## src/rtl/vbs_pkg.sv

```systemverilog
package vbs_pkg;
    localparam int unsigned BYTE_W     = 8;
    localparam int unsigned FULL_LANES = 32;
    localparam int unsigned HALF_LANES = 16;
    localparam int unsigned VEC_W      = FULL_LANES * BYTE_W;

    typedef enum logic {
        ST_IDLE = 1'b0,
        ST_BUSY = 1'b1
    } vbs_state_e;

    typedef enum logic {
        OP_THREE_SRC = 1'b0,
        OP_IMM_MERGE = 1'b1
    } vbs_op_e;
endpackage

```

## src/rtl/vbs_lane.sv

```systemverilog
module vbs_lane #(
    parameter int unsigned LANE_W = 8
) (
    input  logic              enable,
    input  logic              op_imm,
    input  logic [LANE_W-1:0] m,
    input  logic [LANE_W-1:0] lo,
    input  logic [LANE_W-1:0] hi,
    input  logic [LANE_W-1:0] imm,
    output logic [LANE_W-1:0] y
);
    logic [LANE_W-1:0] set_src;

    always_comb begin
        set_src = (op_imm == vbs_pkg::OP_IMM_MERGE) ? imm : hi;
        if (enable) begin
            y = (~m & lo) | (m & set_src);
        end else begin
            y = '0;
        end
    end

    always_comb begin
        if (enable && (m == '0)) begin
            a_r1_clear_mask_passes_lo : assert (y == lo);
        end
        if (!enable) begin
            a_r5_disabled_lane_zero : assert (y == '0);
        end
    end
endmodule

```

## src/rtl/vbs_datapath.sv

```systemverilog
module vbs_datapath #(
    parameter int unsigned LANES  = 32,
    parameter int unsigned HALF   = 16,
    parameter int unsigned LANE_W = 8,
    localparam int unsigned W     = LANES * LANE_W
) (
    input  logic              op_imm,
    input  logic              wide,
    input  logic [W-1:0]      vec_mask,
    input  logic [W-1:0]      vec_lo,
    input  logic [W-1:0]      vec_hi,
    input  logic [LANE_W-1:0] imm,
    output logic [W-1:0]      y
);
    for (genvar g = 0; g < LANES; g++) begin : g_lane
        logic lane_en;
        if (g < HALF) begin : g_low
            assign lane_en = 1'b1;
        end else begin : g_high
            assign lane_en = wide;
        end
        vbs_lane #(.LANE_W(LANE_W)) u_lane (
            .enable (lane_en),
            .op_imm (op_imm),
            .m      (vec_mask[g*LANE_W +: LANE_W]),
            .lo     (vec_lo[g*LANE_W +: LANE_W]),
            .hi     (vec_hi[g*LANE_W +: LANE_W]),
            .imm    (imm),
            .y      (y[g*LANE_W +: LANE_W])
        );
    end
endmodule

```

## src/rtl/vbs_ctrl.sv

```systemverilog
module vbs_ctrl (
    input  logic clk,
    input  logic rst_n,
    input  logic start,
    output logic load,
    output logic valid
);
    import vbs_pkg::*;

    vbs_state_e state_q, state_d;

    always_comb begin
        state_d = state_q;
        unique case (state_q)
            ST_IDLE: state_d = start ? ST_BUSY : ST_IDLE;
            ST_BUSY: state_d = start ? ST_BUSY : ST_IDLE;
            default: state_d = ST_IDLE;
        endcase
    end

    always_ff @(posedge clk) begin
        if (!rst_n) begin
            state_q <= ST_IDLE;
        end else begin
            state_q <= state_d;
        end
    end

    always_comb begin
        load  = start;
        valid = 1'b0;
        unique case (state_q)
            ST_IDLE: valid = 1'b0;
            ST_BUSY: valid = 1'b1;
            default: valid = 1'b0;
        endcase
    end

    a_r6_valid_after_start : assert property (@(posedge clk) disable iff (!rst_n)
        start |=> valid);
    a_r7_no_valid_without_start : assert property (@(posedge clk) disable iff (!rst_n)
        !start |=> !valid);
endmodule

```

## src/rtl/vbit_select_unit.sv

```systemverilog
module vbit_select_unit #(
    parameter int unsigned LANES  = vbs_pkg::FULL_LANES,
    parameter int unsigned HALF   = vbs_pkg::HALF_LANES,
    parameter int unsigned LANE_W = vbs_pkg::BYTE_W,
    localparam int unsigned W     = LANES * LANE_W,
    localparam int unsigned HW    = HALF * LANE_W
) (
    input  logic              clk,
    input  logic              rst_n,
    input  logic              start,
    input  logic              op_imm,
    input  logic              wide,
    input  logic [W-1:0]      vec_mask,
    input  logic [W-1:0]      vec_lo,
    input  logic [W-1:0]      vec_hi,
    input  logic [LANE_W-1:0] imm8,
    output logic              out_valid,
    output logic [W-1:0]      result
);
    logic         load;
    logic [W-1:0] comb_y;

    vbs_ctrl u_ctrl (
        .clk   (clk),
        .rst_n (rst_n),
        .start (start),
        .load  (load),
        .valid (out_valid)
    );

    vbs_datapath #(.LANES(LANES), .HALF(HALF), .LANE_W(LANE_W)) u_dp (
        .op_imm   (op_imm),
        .wide     (wide),
        .vec_mask (vec_mask),
        .vec_lo   (vec_lo),
        .vec_hi   (vec_hi),
        .imm      (imm8),
        .y        (comb_y)
    );

    always_ff @(posedge clk) begin
        if (!rst_n) begin
            result <= '0;
        end else if (load) begin
            result <= comb_y;
        end
    end

    a_r5_upper_zero_short : assert property (@(posedge clk) disable iff (!rst_n)
        (start && !wide) |=> (result[W-1:HW] == '0));
    a_r8_hold_when_idle : assert property (@(posedge clk) disable iff (!rst_n)
        !start |=> $stable(result));
    a_r9_reset_clears : assert property (@(posedge clk)
        !rst_n |=> (!out_valid && result == '0));
endmodule

```

## config.mk

```make
export PLATFORM = sky130hd
export DESIGN_NAME = vbit_select_unit
export DESIGN_NICKNAME = d
export VERILOG_FILES = /design/src/rtl/vbs_pkg.sv /design/src/rtl/vbs_lane.sv /design/src/rtl/vbs_datapath.sv /design/src/rtl/vbs_ctrl.sv /design/src/rtl/vbit_select_unit.sv
export SDC_FILE = /design/constraint.sdc
export NUM_CORES = 1
export LEC_CHECK = 0
export ABC_AREA = 0
export BUFFER_PORTS_ARGS = -buffer_cell sky130_fd_sc_hd__buf_2
export CAP_MARGIN = 5
export CORE_AREA = 2 2 408 410
export DETAILED_ROUTE_END_ITERATION = 10
export DIE_AREA = 0 0 410 412
export MAX_ROUTING_LAYER = met4
export SLEW_MARGIN = 15
export SYNTH_ARGS = -nofsm -noshare
export SYNTH_HDL_FRONTEND = slang
export SYNTH_SLANG_ARGS = --single-unit
```

## constraint.sdc

```tcl
create_clock -name clk -period 2.8 [get_ports clk]
set_clock_uncertainty 0.1 [all_clocks]
set_input_delay 0.28 -clock clk [delete_from_list [all_inputs] [get_ports clk]]
set_output_delay 0.28 -clock clk [all_outputs]
set_load 0.02 [all_outputs]
```

==> impl_metrics.yaml <==
critical_path:
  path_delay_family: "buffers and inverters"
  worstPathCellList: "buf_8 -> nand2_4 -> buf_4 -> a311oi_1 -> dlygate4sd3_1 -> o21a_1 -> dlygate4sd3_1"
  timing.critical_path.mode_cell: "sky130_fd_sc_hd__dlygate4sd3_1"
  critical_path.reg2reg.endpoint: "result[229]"
  worstPathRequired_ns: 3.23
  timing.critical_path.arrival_ns: 2.93
  timing.critical_path.slowest_cell_delay_ns: 0.58
  cp_num_buf_inv: 4
  rrSetupSlack_ns: 1.39
  worst-path-max-fanout: 32
  critPathKind: "in2reg"
  crit_path_start_kind: "input pin"
  cp_capture_type: "flip-flop"
  worstReg2RegStart: "result[229]"
  timing.reg2reg.worst_path_depth: 3
  cpMaxStageDelayCell: "sky130_fd_sc_hd__dlygate4sd3_1"
drt:
  postRouteAntennaNets: 0
  route.met2.wl_mm: 62.8
  routedWlPerCell_um: 25.5
  top_layer: "met4"
  drt_pass1_iterations: 8
  wl_met1_mm: 58.7
  detailedRoute.firstIterationViolations: 1805
  drc: 0
  vias: 21200
  routed_vias_inst: 3.81
  wl_met3_mm: 15.0
  finalWirelength_mm: 142
sta:
  finalCritPeriodShare: 0.893
  rsz0062_at_grt: "false"
  setup_viol: 0
  worstMarginPinSlew_ns: 0.928
  report.final.slew_viol_count: 0
  worst_slew_margin: 0.381
  fin_tns_setup_ns: 0
  timing.final.hold_violations: 0
  layout_min_cycle_time_ns: 2.50
  upper_clock_frequency_limit_ghz: 0.400
clocking:
  cts_root_buffer: "sky130_fd_sc_hd__clkbuf_16"
  cts_resized: 0
  clk_path_buf_depth: 3
  h_tree_depth: 2
  worstSkewPairLatency_ns: 0.59
  cts_tree: "built"
  clock_sinks: 257
  post_cts_hold_buffer_count: 616
  cts_buffers: 37
  post_cts.repair.setup_buffers: 0
  cts.clk_slew.worst_paths_ns: 0.06
logic_synthesis:
  yosys_register_bits: 257
  synth_top_cell_by_area: "sky130_fd_sc_hd__dfxtp_1"
  yosys_warnings: 0
  synth_seq_area_share: 0.373
  synth_cell_types: 19
  yosysTopAreaCellShare: 0.373
  synth_area_um2: 13800
  netlist_instances: 1685
  post_synth_main_area_contributors: "sky130_fd_sc_hd__dfxtp_1, sky130_fd_sc_hd__nand2b_1, sky130_fd_sc_hd__a311oi_1, sky130_fd_sc_hd__nand3b_1, sky130_fd_sc_hd__o21a_1"
  syn_avg_cell_area_um2: 8.18
  syn_nets: 2466
finish:
  final_common_cell: "sky130_fd_sc_hd__buf_2"
  synthToLayoutAreaGrowth_pct: 112
  layout-drive-gt1-share: 0.347
  multi_input_combinational_cell_area_um2: 8120
  design_area_um2: 29200
  final-seq-area_um2: 5140
  fillerInstances: 18600
  layout.nets: 4067
  most-common-layout-cells: "sky130_fd_sc_hd__buf_2, sky130_fd_sc_hd__dlygate4sd3_1, sky130_fd_sc_hd__dfxtp_1, sky130_fd_sc_hd__nand2b_1"
power_and_ir_drop:
  clock_power_share: 0.399
  p_int_mw: 8.17
  power_frac_seq: 0.329
  p_leak_nw: 12.9
  netSwitchingPower_mw: 3.99
  share_comb_of_total_power: 0.271
  pwr_density_cell_nw_per_um2: 417
  maximum_ir_drop_on_the_vdd_rail_mv: 0.338
  sw_frac_of_total: 0.328
placement:
  port_buffers: 1037
  dpl_cell_area_um2: 21700
  routabilityCongestion: 0.922
  detailedPlacementHpwl_mm: 114
hold_path:
  hold_path.class: "in2reg"
  worstHoldPathCells: 4
  source_of_the_worst_hold_timing_path: "vec_hi[192]"
  worstHoldEndpoint: "result[192]"
global_route:
  overflow_left_after_global_routing: 0
  grt_start_max_net_pins: 134
  antenna_found_initial: 163
  globalRouteTotalUtil: 0.164
  first_global_vias: 20500
  grt_first_pass_wirelength_mm: 182
floorplan:
  fp.dieW_um: 410
  dieArea_um2: 169000
  chipHeight_um: 412
  coreArea_um2: 164000
  pin_count: 1038
  core.rowCount: 149
  initial_core_util: 0.0839
job:
  maxCapViolCount: 0
run_status:
  status: "finished, final reports clean"
synthesized netlist by cell type:
| library cell | instances |
|---|---|
| sky130_fd_sc_hd__buf_6 | 1 |
| sky130_fd_sc_hd__nor2_1 | 128 |
| sky130_fd_sc_hd__dfxtp_1 | 257 |
| sky130_fd_sc_hd__o21ai_0 | 128 |
| sky130_fd_sc_hd__buf_2 | 33 |
| sky130_fd_sc_hd__o21ai_1 | 128 |
| sky130_fd_sc_hd__and3_1 | 128 |
| sky130_fd_sc_hd__nor2b_1 | 128 |
| sky130_fd_sc_hd__buf_4 | 1 |
| sky130_fd_sc_hd__clkbuf_1 | 91 |
| sky130_fd_sc_hd__o21a_1 | 128 |
| sky130_fd_sc_hd__nand2b_1 | 256 |
| sky130_fd_sc_hd__and2_1 | 1 |
| sky130_fd_sc_hd__buf_1 | 10 |
| sky130_fd_sc_hd__a311oi_1 | 128 |
| sky130_fd_sc_hd__nand3b_1 | 128 |
| sky130_fd_sc_hd__nand2_2 | 4 |
| sky130_fd_sc_hd__nand2_1 | 5 |
| sky130_fd_sc_hd__clkbuf_2 | 2 |
worst max path at each step:
| stage | start | end | depth (start not counted) |
|---|---|---|---|
| 2_1_floorplan | rst_n | result[0] | 6 |
| 4_1_cts | op_imm | result[233] | 7 |
| 6_report | op_imm | result[233] | 7 |
| 3_5_place_dp | op_imm | result[232] | 5 |
| 3_3_place_gp | op_imm | result[232] | 5 |
| 5_1_grt | op_imm | result[233] | 7 |
sequential cells by signal, summed over array words and instances, names as in the netlist:
| register | count |
|---|---|
| u_ctrl.state_q | 1 |
| result | 256 |
cell type report:
class,instances,share of cell area
clock buffer,54,0.0360
multi-input combinational,1290,0.278
tap,2189,0.0939
timing repair buffer,1700,0.406
sequential,257,0.176
clock inverter,11,0.00412
antenna,64,0.00549
power groups by stage:
stage               clock network, mW  registers (mW)  logic (mW)
finish                           4.86            4.01        3.30
global placement                    0            4.07        2.48
detailed placement                  0            4.08        2.49
global route                     5.16            4.02        3.52
CTS                              5.05            4.00        3.30
floorplan                           0            4.33       0.761
metal layers:
layer / GRT usage / vias to the layer above
li1: - / 9312
met1: 0.197 / 10300
met2: 0.250 / 1347
met3: 0.0603 / 298
met4: 0.0542 / 0
met5: - / -
worst min-delay path, stage by stage:
cell                       delay [ns]
sky130_fd_sc_hd__buf_2           0.09
sky130_fd_sc_hd__nand2b_1        0.05
sky130_fd_sc_hd__a311oi_1        0.09
sky130_fd_sc_hd__o21a_1          0.17
through the flow:
| step | power (mW) | hold slack, ns | utilization | worst slack (ns) | instances |
|---|---|---|---|---|---|
| 2_1_floorplan | 5.09 | 0.361 | - | 1.50 | 1685 |
| 3_3_place_gp | 6.55 | 0.357 | 0.132 | 0.650 | 4820 |
| 3_5_place_dp | 6.56 | 0.362 | 0.132 | 0.662 | 4820 |
| 4_1_cts | 12.3 | 0.000608 | 0.177 | 0.336 | 5501 |
| 5_1_grt | 12.7 | 0.0379 | 0.177 | 0.263 | 5549 |
| 6_report | 12.2 | 0.0641 | 0.178 | 0.298 | 5565 |
kinds of logic after synthesis:
logic type      share of synthesized area
buf+inv                            0.0416
simple gates                        0.341
compound gates                      0.244
flops                               0.373
Power figures use the tool's default switching activity.
